--- src/rtl/mbx_pkg.sv ---
package mbx_pkg;
  localparam int          MBX_DEPTH = 64;
  localparam int          BYTE_W    = 8;
  localparam int          CRC_W     = 16;
  localparam logic [15:0] CRC_POLY  = 16'h8005;
  localparam int          MIN_LEN   = 3;
  localparam logic [7:0]  FILL_BYTE = 8'hFF;
endpackage

--- src/rtl/mbx_crc_step.sv ---
module mbx_crc_step #(
  parameter int               CRC_W  = mbx_pkg::CRC_W,
  parameter int               BYTE_W = mbx_pkg::BYTE_W,
  parameter logic [CRC_W-1:0] POLY   = mbx_pkg::CRC_POLY
) (
  input  logic [CRC_W-1:0]  crc_in,
  input  logic [BYTE_W-1:0] data_in,
  output logic [CRC_W-1:0]  crc_out
);
  always_comb begin
    logic [CRC_W-1:0] c;
    c = crc_in ^ {data_in, {(CRC_W-BYTE_W){1'b0}}};
    for (int b = 0; b < BYTE_W; b++) begin
      if (c[CRC_W-1]) c = (c << 1) ^ POLY;
      else            c = c << 1;
    end
    crc_out = c;
  end
endmodule

--- src/rtl/mbx_store.sv ---
module mbx_store #(
  parameter int DEPTH  = mbx_pkg::MBX_DEPTH,
  parameter int BYTE_W = mbx_pkg::BYTE_W,
  localparam int ADDR_W = $clog2(DEPTH)
) (
  input  logic              clk,
  input  logic              we,
  input  logic [ADDR_W-1:0] waddr,
  input  logic [BYTE_W-1:0] wdata,
  input  logic [ADDR_W-1:0] raddr,
  output logic [BYTE_W-1:0] rdata
);
  logic [BYTE_W-1:0] mem_q [DEPTH];

  always_ff @(posedge clk) begin
    if (we) mem_q[waddr] <= wdata;
  end

  assign rdata = mem_q[raddr];
endmodule

--- src/rtl/mbx_ctrl.sv ---
module mbx_ctrl #(
  parameter int DEPTH  = mbx_pkg::MBX_DEPTH,
  parameter int BYTE_W = mbx_pkg::BYTE_W,
  parameter int CRC_W  = mbx_pkg::CRC_W,
  localparam int ADDR_W = $clog2(DEPTH),
  localparam int PTR_W  = $clog2(DEPTH + 1)
) (
  input  logic              clk,
  input  logic              rst_n,
  input  logic              ptr_rst,
  input  logic              wr_en,
  input  logic [BYTE_W-1:0] wr_data,
  input  logic [CRC_W-1:0]  crc_next,
  output logic [CRC_W-1:0]  crc_seed,
  output logic              mem_we,
  output logic [ADDR_W-1:0] mem_addr,
  output logic              cmd_valid,
  output logic [PTR_W-1:0]  cmd_len,
  output logic              crc_err,
  output logic              overflow_err,
  output logic              format_err
);
  localparam logic [PTR_W-1:0]  FULL_PTR = PTR_W'(DEPTH);
  localparam logic [BYTE_W-1:0] MAX_CNT  = BYTE_W'(DEPTH);
  localparam logic [BYTE_W-1:0] MIN_CNT  = BYTE_W'(mbx_pkg::MIN_LEN);

  logic [PTR_W-1:0]  ptr_q,  ptr_d;
  logic [BYTE_W-1:0] cnt_q,  cnt_d;
  logic [CRC_W-1:0]  crc_q,  crc_d;
  logic [BYTE_W-1:0] hi_q,   hi_d;
  logic              cerr_q, cerr_d, ovf_q, ovf_d, fmt_q, fmt_d;
  logic              valid_q, valid_d;
  logic              lock, take, upd;
  logic [BYTE_W-1:0] idx;

  assign lock     = cerr_q | ovf_q | fmt_q;
  assign take     = wr_en & ~lock & ~ptr_rst;
  assign upd      = ptr_rst | take;
  assign idx      = BYTE_W'(ptr_q);
  assign crc_seed = (ptr_q == '0) ? '0 : crc_q;
  assign mem_addr = ptr_q[ADDR_W-1:0];

  always_comb begin
    ptr_d = ptr_q; cnt_d = cnt_q; crc_d = crc_q; hi_d = hi_q;
    cerr_d = cerr_q; ovf_d = ovf_q; fmt_d = fmt_q;
    valid_d = 1'b0; mem_we = 1'b0;
    if (ptr_rst) begin
      ptr_d = '0; cnt_d = '0; crc_d = '0; hi_d = '0;
      cerr_d = 1'b0; ovf_d = 1'b0; fmt_d = 1'b0;
    end else if (take) begin
      if (ptr_q == FULL_PTR) begin
        ovf_d = 1'b1;
      end else begin
        ptr_d = ptr_q + 1'b1;
        if (ptr_q == '0) begin
          mem_we = 1'b1;
          cnt_d  = wr_data;
          crc_d  = crc_next;
          if (wr_data < MIN_CNT || wr_data > MAX_CNT) fmt_d = 1'b1;
        end else if (idx < cnt_q) begin
          mem_we = 1'b1;
          if (idx < cnt_q - 8'd2)       crc_d = crc_next;
          else if (idx == cnt_q - 8'd2) hi_d  = wr_data;
          else if ({hi_q, wr_data} == crc_q) valid_d = 1'b1;
          else cerr_d = 1'b1;
        end else if (wr_data != mbx_pkg::FILL_BYTE) begin
          fmt_d = 1'b1;
        end
      end
    end
  end

  always_ff @(posedge clk or negedge rst_n) begin
    if (!rst_n) begin
      ptr_q <= '0; cnt_q <= '0; crc_q <= '0; hi_q <= '0;
      cerr_q <= 1'b0; ovf_q <= 1'b0; fmt_q <= 1'b0; valid_q <= 1'b0;
    end else begin
      valid_q <= valid_d;
      if (upd) begin
        ptr_q <= ptr_d; cnt_q <= cnt_d; crc_q <= crc_d; hi_q <= hi_d;
        cerr_q <= cerr_d; ovf_q <= ovf_d; fmt_q <= fmt_d;
      end
    end
  end

  assign cmd_valid    = valid_q;
  assign cmd_len      = cnt_q[PTR_W-1:0];
  assign crc_err      = cerr_q;
  assign overflow_err = ovf_q;
  assign format_err   = fmt_q;
endmodule

--- src/rtl/cmd_mailbox.sv ---
module cmd_mailbox #(
  parameter int DEPTH  = mbx_pkg::MBX_DEPTH,
  parameter int BYTE_W = mbx_pkg::BYTE_W,
  localparam int ADDR_W = $clog2(DEPTH),
  localparam int PTR_W  = $clog2(DEPTH + 1)
) (
  input  logic              clk,
  input  logic              rst_n,
  input  logic              ptr_rst,
  input  logic              wr_en,
  input  logic [BYTE_W-1:0] wr_data,
  input  logic [ADDR_W-1:0] rd_addr,
  output logic [BYTE_W-1:0] rd_data,
  output logic              cmd_valid,
  output logic [PTR_W-1:0]  cmd_len,
  output logic              crc_err,
  output logic              overflow_err,
  output logic              format_err
);
  localparam int CRC_W = mbx_pkg::CRC_W;

  logic [1:0]        rst_sync_q;
  logic              rst_n_s;
  logic [CRC_W-1:0]  crc_seed, crc_next;
  logic              mem_we;
  logic [ADDR_W-1:0] mem_addr;

  always_ff @(posedge clk or negedge rst_n) begin
    if (!rst_n) rst_sync_q <= 2'b00;
    else        rst_sync_q <= {rst_sync_q[0], 1'b1};
  end
  assign rst_n_s = rst_sync_q[1];

  mbx_crc_step #(.CRC_W(CRC_W), .BYTE_W(BYTE_W)) u_crc (
    .crc_in(crc_seed), .data_in(wr_data), .crc_out(crc_next)
  );

  mbx_store #(.DEPTH(DEPTH), .BYTE_W(BYTE_W)) u_store (
    .clk(clk), .we(mem_we), .waddr(mem_addr), .wdata(wr_data),
    .raddr(rd_addr), .rdata(rd_data)
  );

  mbx_ctrl #(.DEPTH(DEPTH), .BYTE_W(BYTE_W), .CRC_W(CRC_W)) u_ctrl (
    .clk(clk), .rst_n(rst_n_s), .ptr_rst(ptr_rst), .wr_en(wr_en),
    .wr_data(wr_data), .crc_next(crc_next), .crc_seed(crc_seed),
    .mem_we(mem_we), .mem_addr(mem_addr), .cmd_valid(cmd_valid),
    .cmd_len(cmd_len), .crc_err(crc_err), .overflow_err(overflow_err),
    .format_err(format_err)
  );
endmodule

--- config.mk ---
export PLATFORM = sky130hd
export DESIGN_NAME = cmd_mailbox
export DESIGN_NICKNAME = d
export VERILOG_FILES = /design/src/rtl/mbx_pkg.sv /design/src/rtl/mbx_crc_step.sv /design/src/rtl/mbx_store.sv /design/src/rtl/mbx_ctrl.sv /design/src/rtl/cmd_mailbox.sv
export SDC_FILE = /design/constraint.sdc
export NUM_CORES = 1
export LEC_CHECK = 0
export BUFFER_PORTS_ARGS = -buffer_cell sky130_fd_sc_hd__buf_4
export CORE_ASPECT_RATIO = 1.5
export CORE_MARGIN = 5
export CORE_UTILIZATION = 50
export DETAILED_ROUTE_END_ITERATION = 8
export PLACE_DENSITY = 0.66
export SLEW_MARGIN = 20
export SYNTH_ARGS = -nofsm -noshare
export SYNTH_HDL_FRONTEND = slang
export SYNTH_SLANG_ARGS = --single-unit
--- constraint.sdc ---
create_clock -name clk -period 3.3 [get_ports clk]
set_clock_uncertainty 0.1 [all_clocks]
set_input_delay 0.495 -clock clk [delete_from_list [all_inputs] [get_ports clk]]
set_output_delay 0.495 -clock clk [all_outputs]
set_load 0.01 [all_outputs]
# After elaboration in Yosys (flattened, before gate mapping)
# Memory sizes are Yosys's and may differ from the RTL's.
# Index checks and enable logic that the tools add are counted.
dict set report op_classes {
  add_sub_neg 2
  order_cmp 4
  eq_ne 11
  muxes 62
  bitwise 16
  reduce_logical 17
}
# cell n
set ops {}
lappend ops {{16-bit 2-to-1 mux} 15}
lappend ops {{8-bit 2-to-1 mux} 11}
lappend ops {{1-bit 2-to-1 mux} 33}
lappend ops {{3-bit inverter} 8}
lappend ops {{7-bit 2-to-1 mux} 3}
lappend ops {{16-bit == test} 1}
lappend ops {{7-bit by 8-bit < comparator with 1-bit output} 2}
lappend ops {{16-bit XOR} 1}
lappend ops {{2-bit != test, second input constant} 5}
lappend ops {{2-bit nonzero test} 5}
lappend ops {{3-bit nonzero test} 3}
lappend ops {{7-bit by 8-bit == test with 1-bit output} 1}
lappend ops {{8-bit by 7-bit > comparator with 1-bit output, second input constant} 1}
lappend ops {{8-bit by 2-bit < comparator with 1-bit output, second input constant} 1}
lappend ops {{8-bit != test, second input constant} 1}
lappend ops {{8-bit AND reduction} 1}
lappend ops {{8-bit by 2-bit subtractor with 8-bit output, second input constant} 1}
lappend ops {{7-bit by 1-bit adder with 7-bit output, second input constant} 1}
lappend ops {{7-bit == test, second input constant} 1}
lappend ops {{7-bit zero test} 1}
lappend ops {{7-bit AND reduction} 1}
lappend ops {{3-bit AND reduction} 2}
lappend ops {{6-bit AND reduction} 1}
lappend ops {{5-bit AND reduction} 1}
lappend ops {{other kinds (7)} 11}
dict set report totals {
  register_bits 45
  ram_bits 512
  input_bits 18
  out_inout_bits 19
  word_cells 122
  n_memories 1
}
# name words width read_ports rd_ports_with_merged_regs write_ports line
set memory_table {}
lappend memory_table {u_store.mem_q 64 8 1 0 1 mbx_store.sv:13} ;# logic [BYTE_W-1:0] mem_q [DEPTH];

# Depth between registers and ports, before layout
dict set report logic_depth {
  depth_word 25
  depth_mapped 13
  mapped_depth_nobuf 12
}

# Cells and area by module
# Synthesis repeated with hierarchy kept, for this count alone.
dict set report unflattened {
  hier_cells 1272
  area_unflattened_um2 23142.2
}
# mod instances cells_each area_per_inst_um2 seq_area_each_um2
set by_module_without_submodules {}
lappend by_module_without_submodules {mbx_store 1 932 20006.7 15374.7}
lappend by_module_without_submodules {mbx_ctrl 1 311 2824.0 1076.0}
lappend by_module_without_submodules {mbx_crc_step 1 26 257.7 0.0}
lappend by_module_without_submodules {cmd_mailbox 1 3 53.8 50.0}

# Least setup slack after synthesis
# OpenSTA, ideal clock, no wires.
dict set report synth_path {
  path_kind {input -> output}
  startpoint {input port rd_addr[1]}
  endpoint {output port rd_data[0]}
  arrival_time_ns 2.466
  required_ns 2.705
  setup_slack_ns 0.239
  cell_stages 5
  path_buffers 2
  cell_sequence {clkbuf_1 > buf_1 > mux4_2 > mux4_2 > mux4_2}
}
dict set report synth_between {
  elab_chain_cells 1
}
# element line
set synth_lines {}
lappend synth_lines {{start: declaration} cmd_mailbox.sv:12} ;# input logic [ADDR_W-1:0] rd_addr,
lappend synth_lines {{memory read 64 x 8 bit} -}
lappend synth_lines {{end: declaration} cmd_mailbox.sv:13} ;# output logic [BYTE_W-1:0] rd_data,
# Every way passes these cells.

# Final worst setup path
dict set report layout_path {
  startpoint {memory u_store.mem_q[46][0]}
  endpoint {output port rd_data[0]}
}
dict set report layout_between {
  elab_chain_cells 1
}
# element line
set layout_lines {}
lappend layout_lines {{start: declaration} mbx_store.sv:13}
lappend layout_lines {{memory read 64 x 8 bit} -}
# Every way passes these cells.

==> impl_metrics.csv <==
group,metric,value,unit
status,outcome,"complete, but fails checks",
status,failed_checks,"setup timing",
synth,syn_nets,1160,
critical_path,crit_type,"reg -> out",
global_route,globalRouteOverflowTotal,0,
synth,synth_top_cell_area_share,67.5,%
sta,period_share,101,%
synth,syn_inst,1126,
cts,cts_buffers,51,
critical_path,crit_path_start_kind,"flip-flop",
power_and_ir_drop,power_frac_comb,8.5,%
power_and_ir_drop,switching_power,3.25,mW
final_layout,drive_gt1_share,33.2,%
critical_path,cp_max_fo,1,
synth,synth_warnings,0,
cts,cts-htree-levels,2,
floorplanning,die_height,271,microns
detailed_routing,drcViolationCount,0,
power_and_ir_drop,peakVddDrop,0.000366,V
sta,setup_slack,-38.8,ps
global_route,antenna_found_initial,0,
placement,placed_area,24500,sq um
floorplanning,row_count,95,
critical_path,critPathRequiredTime,2700,ps
final_layout,antennaDiodeCount,0,
sta,worst_pin_slew,940,ps
critical_path,critPathArrivalTime,2740,ps
floorplanning,die_x,184,microns
final_layout,final_cell_area,26600,sq um
final_layout,layout.nets,1314,
power_and_ir_drop,switching_share,21.9,%
sta,final-hold-violation-count,0,
floorplanning,die_area,50000,sq um
cts,clk_latency,570,ps
placement,numPortBuffers,36,
sta,setup_viol,3,
synth,synth_edf_count,512,
floorplanning,start_util,50.7,%
cts,clock-root-buffer,"clkbuf_16",
synth,synth_cell_types,48,
sta,hold_ws,145,ps
floorplanning,io_pins,37,
sta,period_minus_slack,3340,ps
synth,yosysTopAreaCell,"edfxtp_1",
power_and_ir_drop,power.total,14.9,mW
global_route,grt_pass1_vias,11900,
sta,finalSetupTns,-83.8,ps
synth,netlist_top_cells_count,"512 x edfxtp_1, 168 x mux4_2, 65 x nor2_1, 45 x dfrtp_1, 36 x nor3_1",
placement,dp_slack,-167,ps
global_route,grt_pass1_wl,80.6,mm
sta,relSlewSlack,37.3,%
detailed_routing,antenna_left,0,
synth,seq_area_frac_synth,72.4,%
power_and_ir_drop,p_leak,8.88,nW
synth,avgSynthCellArea,20.2,sq um
detailed_routing,num_vias,11500,
synth,synth.area.top_cells,"edfxtp_1 67%, mux4_2 17%, dfrtp_1 4.9%",
synth,synth_seq_cells,557,
power_and_ir_drop,clkPwrFrac,38.9,%
power_and_ir_drop,cellPowerDensity,559,nW/um^2
final_layout,area_growth,16.7,%
sta,max_freq,300,MHz
floorplanning,core_area,44900,sq um
final_layout,utilization,59.2,%
detailed_routing,vias_per_cell,6.05,
global_route,grt_start_max_net_pins,66,
synth,ys.flop_type,"edfxtp_1",
cts,clk_pin_slew,60,ps
synth,syn-cell-area,22800,sq um
cts,clkSinkCount,557,
job,maxCapViolations,0,
cts,clockBufferDepth,3,
final_layout,instances_no_fill,1901,
sta,slew_viol_final,0,
power_and_ir_drop,p_int,11.6,mW
detailed_routing,drt_pass1_iterations,5,
detailed_routing,wl,54.3,mm
placement,post-dp-hpwl,34.7,mm
placement,dp_cells,1789,
global_route,track_usage,22.0,%
cts,cts_tree,"yes",
synth,synthArstFlopShare,8.08,%
detailed_routing,wire_per_inst,28.6,microns
detailed_routing,drt_iter0_markers,1063,
power_and_ir_drop,seqPwrFrac,52.6,%
synth,yosysMostFrequentCell,"edfxtp_1",
placement,gp_congestion,0.810,
critical_path,crit_path_end_kind,"output pin",
hold_path,min_path_type,"in -> reg",
sta,rsz0062_at_grt,"true",
cell families after synthesis:
group | count (synthesis) | synth area share (%)
fa+ha+maj | 16 | 0.878
buf+inv | 86 | 1.72
simple gates | 184 | 4.05
compound gates | 48 | 1.62
other cells | 1 | 0.0165
mux | 176 | 17.0
flops | 557 | 72.4
xor+xnor | 58 | 2.36
state kept, by name, summed over array words and instances (netlist names), 2 cells and up:
signal	cells
u_ctrl.crc_q	16
rst_sync_q	2
u_store.mem_q	512
u_ctrl.hi_q	8
u_ctrl.ptr_q	7
u_ctrl.cnt_q	8
power by group through the flow:
stage / clock (mW) / combinational, mW / sequential, mW
finish: 5.78 / 1.26 / 7.82
global route: 6.20 / 1.35 / 7.82
CTS: 5.89 / 1.26 / 7.82
detailed placement: 0 / 1.20 / 7.97
global placement: 0 / 1.18 / 7.97
floorplan: 0 / 0.728 / 7.96
cell usage in the layout (no fill, tap or decap), types with 3 or more instances in the layout:
cell	n
buf_4	136
xnor2_1	29
mux4_2	168
nand3_1	9
a31oi_1	3
nand2b_1	12
nand2_1	28
or4_1	3
buf_6	14
a21oi_1	8
ha_1	15
nor3_1	36
dfrtp_1	44
xor2_1	27
clkinv_2	8
clkbuf_16	55
o21ai_0	12
buf_12	13
inv_1	9
nor2_1	63
bufinv_16	5
or3_1	5
clkinv_1	10
mux2i_1	7
nand4_1	4
nor4_1	6
buf_16	8
a22o_1	16
edfxtp_1	512
clkinvlp_4	4
clkbuf_1	10
layer usage:
metal / vias up / part of all wire, % / wire length, microns / track usage [%]
met1: 6053 / 38 / 20500 / 28.9
met2: 464 / 52 / 28400 / 37.5
li1: 4893 / - / - / -
met4: 0 / 3.6 / 1950 / 7.20
met3: 88 / 6.4 / 3450 / 3.87
met5: - / 0 / 0 / 0
path summary, 6_finish.rpt:
check                      depth (start not counted)            startpoint  slack (ps)              endpoint
max                                                4  u_store.mem_q[46][0]         -40            rd_data[0]
min                                                3                 wr_en         140   u_ctrl.overflow_err
max reg2reg                                       11       u_ctrl.cnt_q[3]         110  u_store.mem_q[46][0]
min reg2reg                                        0         rst_sync_q[1]         230       u_ctrl.cnt_q[4]
max in group asynchronous                          0         rst_sync_q[1]        2430      u_ctrl.crc_q[10]
min in group asynchronous                          2                 rst_n         150         rst_sync_q[1]
area by class of cell:
cell class / instances / area, sq um
fill: 3252 / 18300
tap: 582 / 728
clock inverter: 30 / 292
timing repair buffer: 176 / 1760
multi-input combinational: 483 / 5930
inverter: 11 / 41.3
clock buffer: 62 / 1340
sequential: 557 / 16500
worst max-delay path, stage by stage, from the launching register on:
cell and delay (ps):
edfxtp_1 370, mux4_2 520, mux4_2 610, mux4_2 540, buf_6 150
repair_timing:
action	4_1_cts	5_1_grt
hold buffers	1	0
cloned	6	2
resized for setup	17	18
hold endpoints to repair	2	0
buffers inserted	8	5
pin swaps	0	3
endpoints found under the setup margin	9	225
No activity file was read; power rests on OpenSTA's default activity.
